===== src/rtl/dpcol_pkg.sv =====
package dpcol_pkg;
  typedef enum logic [1:0] {
    OWN_NONE  = 2'd0,
    OWN_LEFT  = 2'd1,
    OWN_RIGHT = 2'd2
  } owner_t;

  // datapath -> control: what the compare stage sees this cycle
  typedef struct packed {
    logic match;
    logic leftSettled;
    logic rightSettled;
  } seen_t;

  // control -> datapath: which write strobes to block
  typedef struct packed {
    logic blockLeft;
    logic blockRight;
  } gate_t;
endpackage


===== src/rtl/dpcol_datapath.sv =====
module dpcol_datapath
  import dpcol_pkg::*;
#(
  parameter int AW = 15
) (
  input  logic          clk,
  input  logic          rst_n,
  input  logic          lEn,
  input  logic [AW-1:0] lAddr,
  input  logic          lWr,
  input  logic          rEn,
  input  logic [AW-1:0] rAddr,
  input  logic          rWr,
  input  gate_t         gate,
  output seen_t         seen,
  output logic          lWrOk,
  output logic          rWrOk
);
  logic          prevLEn, prevREn;
  logic [AW-1:0] prevLAddr, prevRAddr;

  always_ff @(posedge clk or negedge rst_n) begin
    if (!rst_n) begin
      prevLEn   <= 1'b0;
      prevREn   <= 1'b0;
      prevLAddr <= '0;
      prevRAddr <= '0;
    end else begin
      prevLEn   <= lEn;
      prevREn   <= rEn;
      prevLAddr <= lAddr;
      prevRAddr <= rAddr;
    end
  end

  always_comb begin
    seen.match        = lEn && rEn && (lAddr == rAddr);
    seen.leftSettled  = lEn && prevLEn && (lAddr == prevLAddr);
    seen.rightSettled = rEn && prevREn && (rAddr == prevRAddr);
    lWrOk = lEn && lWr && !gate.blockLeft;
    rWrOk = rEn && rWr && !gate.blockRight;
  end

  // an unblocked side passes its write request
  assert_pass_write_R8: assert property (@(posedge clk) disable iff (!rst_n)
    (!gate.blockLeft && lEn && lWr) |-> lWrOk);
endmodule


===== src/rtl/dpcol_control.sv =====
module dpcol_control
  import dpcol_pkg::*;
(
  input  logic  clk,
  input  logic  rst_n,
  input  logic  isMaster,
  input  seen_t seen,
  input  logic  lBusyIn,
  input  logic  rBusyIn,
  output gate_t gate,
  output logic  lBusyN,
  output logic  rBusyN
);
  owner_t owner, ownerNext;
  logic   flagLeft, flagRight;

  always_comb begin
    flagLeft  = 1'b0;
    flagRight = 1'b0;
    if (seen.match) begin
      unique case (owner)
        OWN_LEFT:  flagRight = 1'b1;
        OWN_RIGHT: flagLeft  = 1'b1;
        default: begin
          if (seen.rightSettled && !seen.leftSettled) flagLeft = 1'b1;
          else                                        flagRight = 1'b1;
        end
      endcase
    end
    if (!isMaster || !seen.match) ownerNext = OWN_NONE;
    else if (flagRight)           ownerNext = OWN_LEFT;
    else                          ownerNext = OWN_RIGHT;
  end

  always_ff @(posedge clk or negedge rst_n) begin
    if (!rst_n) owner <= OWN_NONE;
    else        owner <= ownerNext;
  end

  always_comb begin
    if (isMaster) begin
      lBusyN          = !flagLeft;
      rBusyN          = !flagRight;
      gate.blockLeft  = flagLeft;
      gate.blockRight = flagRight;
    end else begin
      lBusyN          = 1'b1;
      rBusyN          = 1'b1;
      gate.blockLeft  = !lBusyIn;
      gate.blockRight = !rBusyIn;
    end
  end

  assert_never_both_R3: assert property (@(posedge clk) disable iff (!rst_n)
    !(!lBusyN && !rBusyN));

  assert_hold_left_R5: assert property (@(posedge clk) disable iff (!rst_n)
    (!lBusyN && isMaster) ##1 (seen.match && isMaster) |-> !lBusyN);

  assert_hold_right_R5: assert property (@(posedge clk) disable iff (!rst_n)
    (!rBusyN && isMaster) ##1 (seen.match && isMaster) |-> !rBusyN);

  assert_follower_high_R7: assert property (@(posedge clk) disable iff (!rst_n)
    !isMaster |-> (lBusyN && rBusyN));
endmodule


===== src/rtl/dpcol_arbiter.sv =====
module dpcol_arbiter
  import dpcol_pkg::*;
#(
  parameter int AW = 15
) (
  input  logic          clk,
  input  logic          rst_n,
  input  logic          isMaster,
  input  logic          leftEn,
  input  logic [AW-1:0] leftAddr,
  input  logic          leftWr,
  input  logic          rightEn,
  input  logic [AW-1:0] rightAddr,
  input  logic          rightWr,
  input  logic          leftBusyIn,
  input  logic          rightBusyIn,
  output logic          leftBusyN,
  output logic          rightBusyN,
  output logic          leftWrGated,
  output logic          rightWrGated
);
  seen_t seen;
  gate_t gate;

  dpcol_datapath #(.AW(AW)) u_datapath (
    .clk(clk), .rst_n(rst_n),
    .lEn(leftEn), .lAddr(leftAddr), .lWr(leftWr),
    .rEn(rightEn), .rAddr(rightAddr), .rWr(rightWr),
    .gate(gate), .seen(seen),
    .lWrOk(leftWrGated), .rWrOk(rightWrGated)
  );

  dpcol_control u_control (
    .clk(clk), .rst_n(rst_n), .isMaster(isMaster), .seen(seen),
    .lBusyIn(leftBusyIn), .rBusyIn(rightBusyIn),
    .gate(gate), .lBusyN(leftBusyN), .rBusyN(rightBusyN)
  );

  assert_idle_high_R1: assert property (@(posedge clk) disable iff (!rst_n)
    (isMaster && !(leftEn && rightEn && leftAddr == rightAddr)) |-> (leftBusyN && rightBusyN));

  assert_busy_blocks_left_R6: assert property (@(posedge clk) disable iff (!rst_n)
    (isMaster && !leftBusyN) |-> !leftWrGated);

  assert_busy_blocks_right_R6: assert property (@(posedge clk) disable iff (!rst_n)
    (isMaster && !rightBusyN) |-> !rightWrGated);

  assert_follower_inhibit_R7: assert property (@(posedge clk) disable iff (!rst_n)
    (!isMaster && !rightBusyIn) |-> !rightWrGated);
endmodule


===== config.mk =====
export PLATFORM = sky130hd
export DESIGN_NAME = dpcol_arbiter
export DESIGN_NICKNAME = d
export VERILOG_FILES = /design/src/rtl/dpcol_pkg.sv /design/src/rtl/dpcol_datapath.sv /design/src/rtl/dpcol_control.sv /design/src/rtl/dpcol_arbiter.sv
export SDC_FILE = /design/constraint.sdc
export NUM_CORES = 1
export LEC_CHECK = 0
export BUFFER_PORTS_ARGS = -buffer_cell sky130_fd_sc_hd__buf_2
export CAP_MARGIN = 25
export CORE_ASPECT_RATIO = 1.25
export CORE_MARGIN = 4
export CORE_UTILIZATION = 55
export DETAILED_ROUTE_END_ITERATION = 10
export GPL_TIMING_DRIVEN = 0
export HOLD_SLACK_MARGIN = 0.1
export PLACE_DENSITY = 0.84
export SYNTH_ARGS = -nofsm -noshare
export SYNTH_HDL_FRONTEND = slang
export SYNTH_SLANG_ARGS = --single-unit

===== constraint.sdc =====
create_clock -name clk -period 3.5 [get_ports clk]
set_clock_uncertainty 0.1 [all_clocks]
set_input_delay 0.7 -clock clk [delete_from_list [all_inputs] [get_ports clk]]
set_output_delay 0.7 -clock clk [all_outputs]
set_load 0.05 [all_outputs]

==> results.toml <==
[outcome]
outcome = "finished clean"

[layout]
area_growth_pct = 19.4
nNetsFinal = 208
layout_common_cells = "buf_2, xor2_1, dfrtp_1, nor4_1"
ff_latch_area_um2 = 851
post-route-util = 0.685
antenna_cells = 0
layout_commonest_cell = "buf_2"
drive_above_1_share = 0.317
num-fill-cells = 219
multiInputGateArea_um2 = 676
fin_area_um2 = 1840

[routing]
post_drt_wl_per_cell_um = 15.6
drt_pass1_iterations = 4
route.final.wire_length_um = 3140
ant_nets = 0
vias = 1057
drtIter0Drc = 43
avgViaCountPerCell = 5.26
drc = 0

[worst_setup_path]
cp_max_fo = 6
required_ps = 2700
critPathArrivalTime_ps = 2180
setup.worst_path.end_class = "primary output"
worst-setup-path-type = "input port to primary output"
rr_worst_depth = 6
critPathLaunchType = "input port"

[global_routing]
grt_pass1_vias = 1153
grt_overflow = 0
antenna_found_initial = 0
grt_pass1_wl_um = 5280
grtUsageTotal = 0.193
grt_max_degree = 35

[flow_run]
cap_violations = 0

[yosys]
synth_nets = 159
ys_seq_area_frac = 0.553
synth_seq_cells = 34
yosys_warnings = 0
yosysUniqueCellTypes = 24
postSynthAreaPerCell_um2 = 13.0
syn_inst = 118
syn_area_um2 = 1540

[clocking]
cts.clk_slew.worst_paths_ps = 90
clock_sinks = 34
cts_setup_buffers = 0
insertion_delay_ps = 330
cts_root_buf = "clkbuf_4"
htree_levels = 2
ctsLongestPathBuffers = 2
cts_tree = "yes"
holdBufCountCts = 0
cts_buffers = 5
cts_resized = 0

[timing]
rsz0062_at_grt = "no"
worstMarginPinSlew_ps = 715
relSlewSlack = 0.523
fmax_ghz = 0.335
period_minus_slack_ps = 2980
timing.setup.tns_ps = 0
timing.final.crit_share = 0.853
hold_viol_final = 0
setup_viol = 0
drv_slew = 0

[floorplan]
rows = 21
die_y_um = 67.1
core_um2 = 2680
io_pins = 43
start_util = 0.574
die_x_um = 55.3
dieArea_um2 = 3710

[placement]
place.gp.congestion = 0.816
portBuffers = 42
placed_area_um2 = 1790
dpl.hpwl_um = 2580

[pwr]
leakagePower_nw = 0.853
power_density_nw_per_um2 = 391
ir_drop_mv = 0.366

[hold_path]
min_path_type = "input port to async pin"
==> synthesized netlist by cell type, drive strengths merged <==
cell     n  area share
clkinv   1      0.0024
or2      1      0.0041
and3     1      0.0041
xor2    40        0.23
ha       2       0.016
a21o     1      0.0049
a31oi    1      0.0041
a21oi    1      0.0033
o21ai    1      0.0033
o211a    1      0.0065
nand2    1      0.0024
nor4    15       0.079
nand2b   1      0.0041
nand4    6       0.028
dfrtp   34        0.55
nand3    2      0.0065
o211ai   1      0.0049
inv      2      0.0049
o21ba    1      0.0065
xnor2    5       0.028
==> layout make-up <==
class,count,share of cell area
Timing Repair Buffer,42,0.115
Multi-Input combinational cell,81,0.368
Sequential cell,34,0.464
Inverter,3,0.00613
Tap cell,34,0.0232
Clock buffer,7,0.0245
==> path summary, 6_finish.rpt <==
check	startpoint	to	slack, ps
hold / removal	rst_n	u_control.owner[0]	310
setup / recovery	leftAddr[6]	leftWrGated	520
hold reg to reg	u_control.owner[0]	u_control.owner[1]	640
min in group clk	rightAddr[13]	u_datapath.prevRAddr[13]	420
setup reg to reg	u_control.owner[0]	u_control.owner[0]	1780
max in group asynchronous	rst_n	u_datapath.prevLAddr[4]	2520
==> routing by layer <==
metal	share of wire	vias to the layer above	global-route usage
li1	-	509	-
met1	0.37	506	0.204
met2	0.55	38	0.352
met3	0.071	4	0.0678
met4	0.012	0	0.0729
met5	0	-	0
==> registers in the layout, indices dropped and copies added (netlist names) <==
register / cells
u_datapath.prevLAddr: 15
u_datapath.prevRAddr: 15
u_control.owner: 2
u_datapath.prevLEn: 1
u_datapath.prevREn: 1
==> cells by family (layout without fill, tap and decap cells) <==
kind of cell / after synthesis / in the layout / share of synthesized area
and+or+nand+nor: 27 / 27 / 0.129
AOI/OAI and AO/OA: 7 / 7 / 0.0334
DFF: 34 / 34 / 0.553
xor gates and xnor gates: 45 / 45 / 0.261
buffers and inverters: 3 / 52 / 0.00732
adders and majority gates: 2 / 2 / 0.0163
==> worst max-delay path, cell delays in order <==
cell and delay, ps:
buf_2 130, xor2_1 160, nor4_1 410, nand4_1 210, nand4_2 170, o21ba_1 160
buf_2 260
==> report_power, final <==
group / total, mW / internal [mW] / switching [mW]
Combinational: 0.110 / 0.0452 / 0.0652
Sequential: 0.420 / 0.411 / 0.00845
Clock: 0.188 / 0.0756 / 0.112
Total: 0.718 / 0.532 / 0.186
==> stage by stage <==
stage / hold WS [ps] / setup WS, ps / instances / total power [mW]
final: 312 / 516 / 201 / 0.718
after global routing: 361 / 398 / 201 / 0.761
after CTS: 331 / 563 / 201 / 0.727
after detailed placement: 637 / 583 / 194 / 0.539
after global placement: 608 / 621 / 194 / 0.532
after floorplan: 304 / 474 / 118 / 0.481
(Power assumes the default switching activity.)
